$ cat src/rtl/rcu_pkg.sv
package rcu_pkg;

  function automatic int unsigned ptr_add(int unsigned p, int unsigned n, int unsigned d);
    int unsigned s;
    s = p + n;
    return (s >= d) ? s - d : s;
  endfunction

  // 0 -> 1, above depth -> depth
  function automatic int unsigned clamp_slots(int unsigned req, int unsigned d);
    if (req == 0) return 1;
    if (req > d) return d;
    return req;
  endfunction

endpackage

$ cat src/rtl/rcu_alloc.sv
module rcu_alloc
  import rcu_pkg::*;
#(
  parameter int DEPTH = 16,
  parameter int UOP_W = 5,
  localparam int PTR_W = $clog2(DEPTH),
  localparam int CNT_W = $clog2(DEPTH + 1)
) (
  input  logic             clk_i,
  input  logic             rst_ni,
  input  logic             disp_valid_i,
  input  logic [UOP_W-1:0] disp_uops_i,
  input  logic [CNT_W-1:0] ret_slots_i,
  input  logic [PTR_W-1:0] ret_head_i,
  output logic             ready_o,
  output logic             fire_o,
  output logic [CNT_W-1:0] nslots_o,
  output logic [PTR_W-1:0] alloc_o,
  output logic [PTR_W-1:0] head_o,
  output logic [CNT_W-1:0] avail_o,
  output logic [CNT_W-1:0] used_o
);

  logic [PTR_W-1:0] alloc_q, head_q;
  logic [CNT_W-1:0] avail_q, avail_d;

  assign nslots_o = CNT_W'(clamp_slots(int'(disp_uops_i), DEPTH));
  assign ready_o  = avail_q >= nslots_o;
  assign fire_o   = disp_valid_i && ready_o;

  always_comb begin
    avail_d = avail_q + ret_slots_i;
    if (fire_o) avail_d = avail_d - nslots_o;
  end

  always_ff @(posedge clk_i or negedge rst_ni) begin
    if (!rst_ni) begin
      alloc_q <= '0;
      head_q  <= '0;
      avail_q <= CNT_W'(DEPTH);
    end else begin
      if (fire_o) alloc_q <= PTR_W'(ptr_add(int'(alloc_q), int'(nslots_o), DEPTH));
      head_q  <= ret_head_i;
      avail_q <= avail_d;
    end
  end

  assign alloc_o = alloc_q;
  assign head_o  = head_q;
  assign avail_o = avail_q;
  assign used_o  = CNT_W'(DEPTH) - avail_q;

  p_reject_hold_r4: assert property (@(posedge clk_i) disable iff (!rst_ni)
    (disp_valid_i && !ready_o && ret_slots_i == '0) |=> ($stable(avail_q) && $stable(alloc_q)));

  p_full_blocks_r9: assert property (@(posedge clk_i) disable iff (!rst_ni)
    (avail_q == '0) |-> !ready_o);

  p_retire_grows_r8: assert property (@(posedge clk_i) disable iff (!rst_ni)
    (ret_slots_i != '0 && !fire_o) |=> (avail_q > $past(avail_q)));

endmodule

$ cat src/rtl/rcu_token_store.sv
module rcu_token_store #(
  parameter int DEPTH = 16,
  parameter int TAG_W = 8,
  parameter int LANES = 2,
  parameter int PTR_W = 4,
  parameter int CNT_W = 5
) (
  input  logic                            clk_i,
  input  logic                            rst_ni,
  input  logic                            wr_i,
  input  logic [PTR_W-1:0]                wr_ptr_i,
  input  logic [TAG_W-1:0]                wr_tag_i,
  input  logic [CNT_W-1:0]                wr_nsl_i,
  input  logic                            cmpl_i,
  input  logic [PTR_W-1:0]                cmpl_ptr_i,
  input  logic [LANES-1:0]                ret_valid_i,
  input  logic [LANES-1:0][PTR_W-1:0]     ret_pos_i,
  output logic [DEPTH-1:0]                exec_o,
  output logic [DEPTH-1:0][CNT_W-1:0]     nsl_o,
  output logic [DEPTH-1:0][TAG_W-1:0]     tag_o
);

  logic [DEPTH-1:0] exec_q, exec_d;
  logic [DEPTH-1:0][CNT_W-1:0] nsl_q;
  logic [DEPTH-1:0][TAG_W-1:0] tag_q;

  always_comb begin
    exec_d = exec_q;
    for (int k = 0; k < LANES; k++)
      if (ret_valid_i[k]) exec_d[ret_pos_i[k]] = 1'b0;
    if (cmpl_i) exec_d[cmpl_ptr_i] = 1'b1;
    if (wr_i)   exec_d[wr_ptr_i]   = 1'b0;
  end

  always_ff @(posedge clk_i or negedge rst_ni) begin
    if (!rst_ni) exec_q <= '0;
    else         exec_q <= exec_d;
  end

  always_ff @(posedge clk_i) begin
    if (wr_i) begin
      nsl_q[wr_ptr_i] <= wr_nsl_i;
      tag_q[wr_ptr_i] <= wr_tag_i;
    end
  end

  assign exec_o = exec_q;
  assign nsl_o  = nsl_q;
  assign tag_o  = tag_q;

  p_cmpl_sets_r5: assert property (@(posedge clk_i) disable iff (!rst_ni)
    (cmpl_i && ret_valid_i == '0 && !(wr_i && wr_ptr_i == cmpl_ptr_i))
      |=> exec_q[$past(cmpl_ptr_i)]);

endmodule

$ cat src/rtl/rcu_retire_sel.sv
module rcu_retire_sel
  import rcu_pkg::*;
#(
  parameter int DEPTH = 16,
  parameter int LANES = 2,
  parameter int PTR_W = 4,
  parameter int CNT_W = 5
) (
  input  logic                        clk_i,
  input  logic                        rst_ni,
  input  logic [PTR_W-1:0]            head_i,
  input  logic [CNT_W-1:0]            used_i,
  input  logic [DEPTH-1:0]            exec_i,
  input  logic [DEPTH-1:0][CNT_W-1:0] nsl_i,
  output logic [LANES-1:0]            valid_o,
  output logic [LANES-1:0][PTR_W-1:0] pos_o,
  output logic [CNT_W-1:0]            slots_o,
  output logic [PTR_W-1:0]            head_o
);

  localparam int SUM_W = CNT_W + $clog2(LANES + 1);

  logic [PTR_W-1:0] pos [LANES+1];
  logic [PTR_W-1:0] nh  [LANES+1];
  logic [SUM_W-1:0] cum [LANES+1];
  logic [SUM_W-1:0] rs  [LANES+1];
  logic [LANES:0]   ok;

  assign pos[0] = head_i;
  assign nh[0]  = head_i;
  assign cum[0] = '0;
  assign rs[0]  = '0;
  assign ok[0]  = 1'b1;

  for (genvar k = 0; k < LANES; k++) begin : g_lane
    assign valid_o[k]  = ok[k] && (cum[k] < SUM_W'(used_i)) && exec_i[pos[k]];
    assign ok[k+1]     = valid_o[k];
    assign cum[k+1]    = cum[k] + SUM_W'(nsl_i[pos[k]]);
    assign pos[k+1]    = PTR_W'(ptr_add(int'(pos[k]), int'(nsl_i[pos[k]]), DEPTH));
    assign rs[k+1]     = valid_o[k] ? cum[k+1] : rs[k];
    assign nh[k+1]     = valid_o[k] ? pos[k+1] : nh[k];
    assign pos_o[k]    = pos[k];
    if (k > 0) begin : g_chk
      p_lane_order_r7: assert property (@(posedge clk_i) disable iff (!rst_ni)
        valid_o[k] |-> valid_o[k-1]);
    end
  end

  assign slots_o = CNT_W'(rs[LANES]);
  assign head_o  = nh[LANES];

endmodule

$ cat src/rtl/retire_ctrl.sv
module retire_ctrl #(
  parameter int DEPTH   = 16,
  parameter int TAG_W   = 8,
  parameter int UOP_W   = 5,
  parameter int MAX_RET = 2,
  localparam int PTR_W  = $clog2(DEPTH),
  localparam int CNT_W  = $clog2(DEPTH + 1),
  localparam int LANES  = (MAX_RET == 0) ? DEPTH : MAX_RET
) (
  input  logic                   clk_i,
  input  logic                   rst_ni,
  input  logic                   disp_valid_i,
  input  logic [TAG_W-1:0]       disp_tag_i,
  input  logic [UOP_W-1:0]       disp_uops_i,
  output logic                   disp_ready_o,
  output logic [PTR_W-1:0]       disp_token_o,
  input  logic                   cmpl_valid_i,
  input  logic [PTR_W-1:0]       cmpl_token_i,
  output logic [LANES-1:0]       ret_valid_o,
  output logic [LANES*TAG_W-1:0] ret_tag_o,
  output logic [CNT_W-1:0]       avail_o,
  output logic                   full_o,
  output logic                   empty_o
);

  logic                        fire;
  logic [CNT_W-1:0]            nslots, used, ret_slots;
  logic [PTR_W-1:0]            alloc, head, next_head;
  logic [DEPTH-1:0]            exec;
  logic [DEPTH-1:0][CNT_W-1:0] nsl;
  logic [DEPTH-1:0][TAG_W-1:0] tags;
  logic [LANES-1:0][PTR_W-1:0] ret_pos;

  rcu_alloc #(.DEPTH(DEPTH), .UOP_W(UOP_W)) u_alloc (
    .clk_i, .rst_ni,
    .disp_valid_i, .disp_uops_i,
    .ret_slots_i (ret_slots),
    .ret_head_i  (next_head),
    .ready_o     (disp_ready_o),
    .fire_o      (fire),
    .nslots_o    (nslots),
    .alloc_o     (alloc),
    .head_o      (head),
    .avail_o     (avail_o),
    .used_o      (used)
  );

  rcu_token_store #(.DEPTH(DEPTH), .TAG_W(TAG_W), .LANES(LANES), .PTR_W(PTR_W), .CNT_W(CNT_W)) u_store (
    .clk_i, .rst_ni,
    .wr_i        (fire),
    .wr_ptr_i    (alloc),
    .wr_tag_i    (disp_tag_i),
    .wr_nsl_i    (nslots),
    .cmpl_i      (cmpl_valid_i),
    .cmpl_ptr_i  (cmpl_token_i),
    .ret_valid_i (ret_valid_o),
    .ret_pos_i   (ret_pos),
    .exec_o      (exec),
    .nsl_o       (nsl),
    .tag_o       (tags)
  );

  rcu_retire_sel #(.DEPTH(DEPTH), .LANES(LANES), .PTR_W(PTR_W), .CNT_W(CNT_W)) u_sel (
    .clk_i, .rst_ni,
    .head_i  (head),
    .used_i  (used),
    .exec_i  (exec),
    .nsl_i   (nsl),
    .valid_o (ret_valid_o),
    .pos_o   (ret_pos),
    .slots_o (ret_slots),
    .head_o  (next_head)
  );

  for (genvar k = 0; k < LANES; k++) begin : g_tag
    assign ret_tag_o[k*TAG_W +: TAG_W] = tags[ret_pos[k]];
  end

  assign disp_token_o = alloc;
  assign full_o       = (avail_o == '0);
  assign empty_o      = (avail_o == CNT_W'(DEPTH));

  p_ret_not_empty_r8: assert property (@(posedge clk_i) disable iff (!rst_ni)
    ret_valid_o[0] |-> !empty_o);

  p_fire_fills_r2: assert property (@(posedge clk_i) disable iff (!rst_ni)
    fire |=> !empty_o);

endmodule

$ cat config.mk
export PLATFORM = sky130hd
export DESIGN_NAME = retire_ctrl
export DESIGN_NICKNAME = d
export VERILOG_FILES = /design/src/rtl/rcu_pkg.sv /design/src/rtl/rcu_alloc.sv /design/src/rtl/rcu_token_store.sv /design/src/rtl/rcu_retire_sel.sv /design/src/rtl/retire_ctrl.sv
export SDC_FILE = /design/constraint.sdc
export NUM_CORES = 1
export LEC_CHECK = 0
export ABC_AREA = 0
export BUFFER_PORTS_ARGS = -buffer_cell sky130_fd_sc_hd__buf_2
export CAP_MARGIN = 20
export CORE_MARGIN = 2
export CORE_UTILIZATION = 55
export DETAILED_ROUTE_END_ITERATION = 10
export GPL_ROUTABILITY_DRIVEN = 1
export PLACE_DENSITY = 0.8
export SLEW_MARGIN = 20
export SYNTH_ARGS = -nofsm -noshare
export SYNTH_HDL_FRONTEND = slang
export SYNTH_SLANG_ARGS = --single-unit
$ cat constraint.sdc
create_clock -name clk_i -period 19.5 [get_ports clk_i]
set_input_delay 1.95 -clock clk_i [delete_from_list [all_inputs] [get_ports clk_i]]
set_output_delay 1.95 -clock clk_i [all_outputs]
set_load 0.005 [all_outputs]
==> results.sh <==
export IMPL_cts_clk_slew_worst_paths_ns=0.07
export IMPL_grt_pass1_vias=7534
export IMPL_fp_dieH_um=153
export IMPL_drt_wirelength_per_cell_um=28.7
export IMPL_post_cts_resized=0
export IMPL_track_usage_pct=26.3
export IMPL_drive_above_1_share_pct=35.6
export IMPL_run_status="finished clean"
export IMPL_post_cts_setup_buffers=0
export IMPL_grt_start_max_net_pins=64
export IMPL_antenna_left=0
export IMPL_clkLatencyLatePin_ns=0.53
export IMPL_diodes=0
export IMPL_worst_setup_path_type="register to output pin"
export IMPL_period_share_pct=40.6
export IMPL_setup_ws_ns=11.58
export IMPL_synth_edf_count=208
export IMPL_cts_buffers_inserted=26
export IMPL_r2r_start="u_alloc.head_o[0]"
export IMPL_register_area_um2=6980
export IMPL_fin_util_pct=63.0
export IMPL_cp_data_arrival_time_ns=5.97
export IMPL_dp_hpwl_um=17700
export IMPL_grt_first_pass_wirelength_um=46100
export IMPL_dr_first_iter_drc_count=862
export IMPL_io_buffers=50
export IMPL_ys_seq_area_share_pct=57.0
export IMPL_worstMarginPinSlew_ns=0.945
export IMPL_holdWs_ns=0.574
export IMPL_synth_area_um2=12200
export IMPL_final_max_slew_viol_count=0
export IMPL_routabilityCongestion=0.972
export IMPL_slew_headroom_pct=37.0
export IMPL_hold_path_class="register to register"
export IMPL_cts_tree="yes"
export IMPL_area_delta_synth_final_pct=12.5
export IMPL_ys_ff_latch=237
export IMPL_num_fill_cells=1454
export IMPL_htreeDepth=1
export IMPL_worstSetupEndpoint="ret_valid_o[1]"
export IMPL_crit_required_ns=17.55
export IMPL_cp_end_kind="output pin"
export IMPL_synth_top_area_share_pct=51.1
export IMPL_startpoint="u_alloc.head_o[0]"
export IMPL_die_w_um=153
export IMPL_synthFlopType="edfxtp_1"
export IMPL_setup_viol=0
export IMPL_cts_root_buf="clkbuf_16"
export IMPL_clock_skew_final_ns=0.0135
export IMPL_drc=0
export IMPL_ff2ff_path_depth=22
export IMPL_crit_path_start_kind="register"
export IMPL_ctsHoldBuffers=0
export IMPL_yosys_warnings=0
export IMPL_rr_endpoint="u_alloc.avail_o[4]"
export IMPL_core_um2=21800
export IMPL_synth_area_per_cell_um2=17.6
export IMPL_ioPinCount=51
export IMPL_clock_sinks=237
export IMPL_clk_path_buf_depth=3
export IMPL_yosysTopAreaCell="edfxtp_1"
export IMPL_syn_nets=755
export IMPL_routed_wirelength_um=30300
export IMPL_antenna_found_initial=0
export IMPL_synth_area_leaders="edfxtp_1 (51%), mux4_2 (25%), dfrtp_1 (5.7%)"
export IMPL_grt_setup_unrepaired="false"
export IMPL_r2r_slack_ns=11.92
export IMPL_async_reset_ff_share_pct=12.2
export IMPL_start_util_pct=56.0
export IMPL_grt_overflow_total=0
export IMPL_hold_violations=0
export IMPL_rows=54
export IMPL_final_net_count=816
export IMPL_preCtsSetupSlack_ns=11.96
export IMPL_drv_cap=0
export IMPL_fin_crit_ns=7.92
export IMPL_final_common_cell="edfxtp_1"
export IMPL_dr_pass1_iters=5
export IMPL_ys_types=49
export IMPL_fmax_mhz=126
export IMPL_cp_max_fo=40
export IMPL_multi_input_area_um2=5010
export IMPL_syn_inst=695
export IMPL_die_area_um2=23400
export IMPL_viasPerCell=6.89
export IMPL_timing_setup_tns_ns=0
export IMPL_num_vias=7273
export IMPL_layout_common_cells="edfxtp_1 (208), mux4_2 (136), buf_2 (50)"
## logic make-up after synthesis
logic type,count (synthesis),synth area share [%]
and+or+nand+nor,108,4.25
DFF,237,57.0
muxes,150,26.3
adders and majority gates,39,4.36
buffers and inverters,65,2.32
AOI/OAI and AO/OA,74,4.04
xor gates and xnor gates,22,1.73
## worst min path at each step
stage,from,to,slack [ns],cells past startpoint
6_report,u_store.exec_o[11],u_store.exec_o[11],0.57,2
5_1_grt,u_store.exec_o[10],u_store.exec_o[10],0.59,2
4_1_cts,u_store.exec_o[11],u_store.exec_o[11],0.57,2
3_5_place_dp,u_store.exec_o[11],u_store.exec_o[11],0.56,2
3_3_place_gp,u_store.exec_o[8],u_store.exec_o[8],0.55,2
2_1_floorplan,u_store.exec_o[1],u_store.exec_o[1],0.52,2
## flip-flops by register name (all words and copies together) (netlist names)
name and cells:
u_store.exec_o 16, u_store.nsl_o 80, u_alloc.alloc_o 4, u_store.tag_o 128, u_alloc.avail_o 5, u_alloc.head_o 4
## worst max-delay path, stage by stage, from the launching register on
cell	delay, ns
dfrtp_4	0.76
buf_4	0.72
mux4_2	0.61
mux4_2	0.57
ha_1	0.36
a21oi_1	0.20
xnor2_1	0.17
xnor2_4	0.77
mux2i_1	0.28
and4_1	0.70
buf_2	0.24
## layout make-up
cell class | instances | share of cell area (%)
Sequential cell | 237 | 50.7
Multi-Input combinational cell | 393 | 36.4
Clock buffer | 31 | 5.02
Timing Repair Buffer | 75 | 3.18
Tap cell | 280 | 2.55
Clock inverter | 16 | 1.46
Inverter | 23 | 0.628
## synthesized netlist by cell type, types with 9 or more instances
cell      count
edfxtp_1    208
mux4_2      136
nand2_1      37
ha_1         33
nor2_1       29
dfrtp_1      28
a21oi_1      27
inv_1        21
clkbuf_1     20
o221ai_1     16
xnor2_1      12
a21o_1       11
buf_2        11
o21ai_0      10
mux2i_1       9
xor2_1        9
## through the flow
step                      cell area (µm²)  cells
after floorplan                     12200    695
after global placement              12900   1007
after detailed placement            12900   1008
after CTS                           13800   1055
after global routing                13800   1055
final                               13800   1055
## per-layer routing
metal  track usage (%)  share of wire, %
met5                 0                 0
met4              8.82               3.4
met3              4.37               8.9
met2              43.7                50
met1              36.1                37
Power is not shown: default switching activity piles up to over one toggle a cycle in this logic, so the estimate is an artifact.
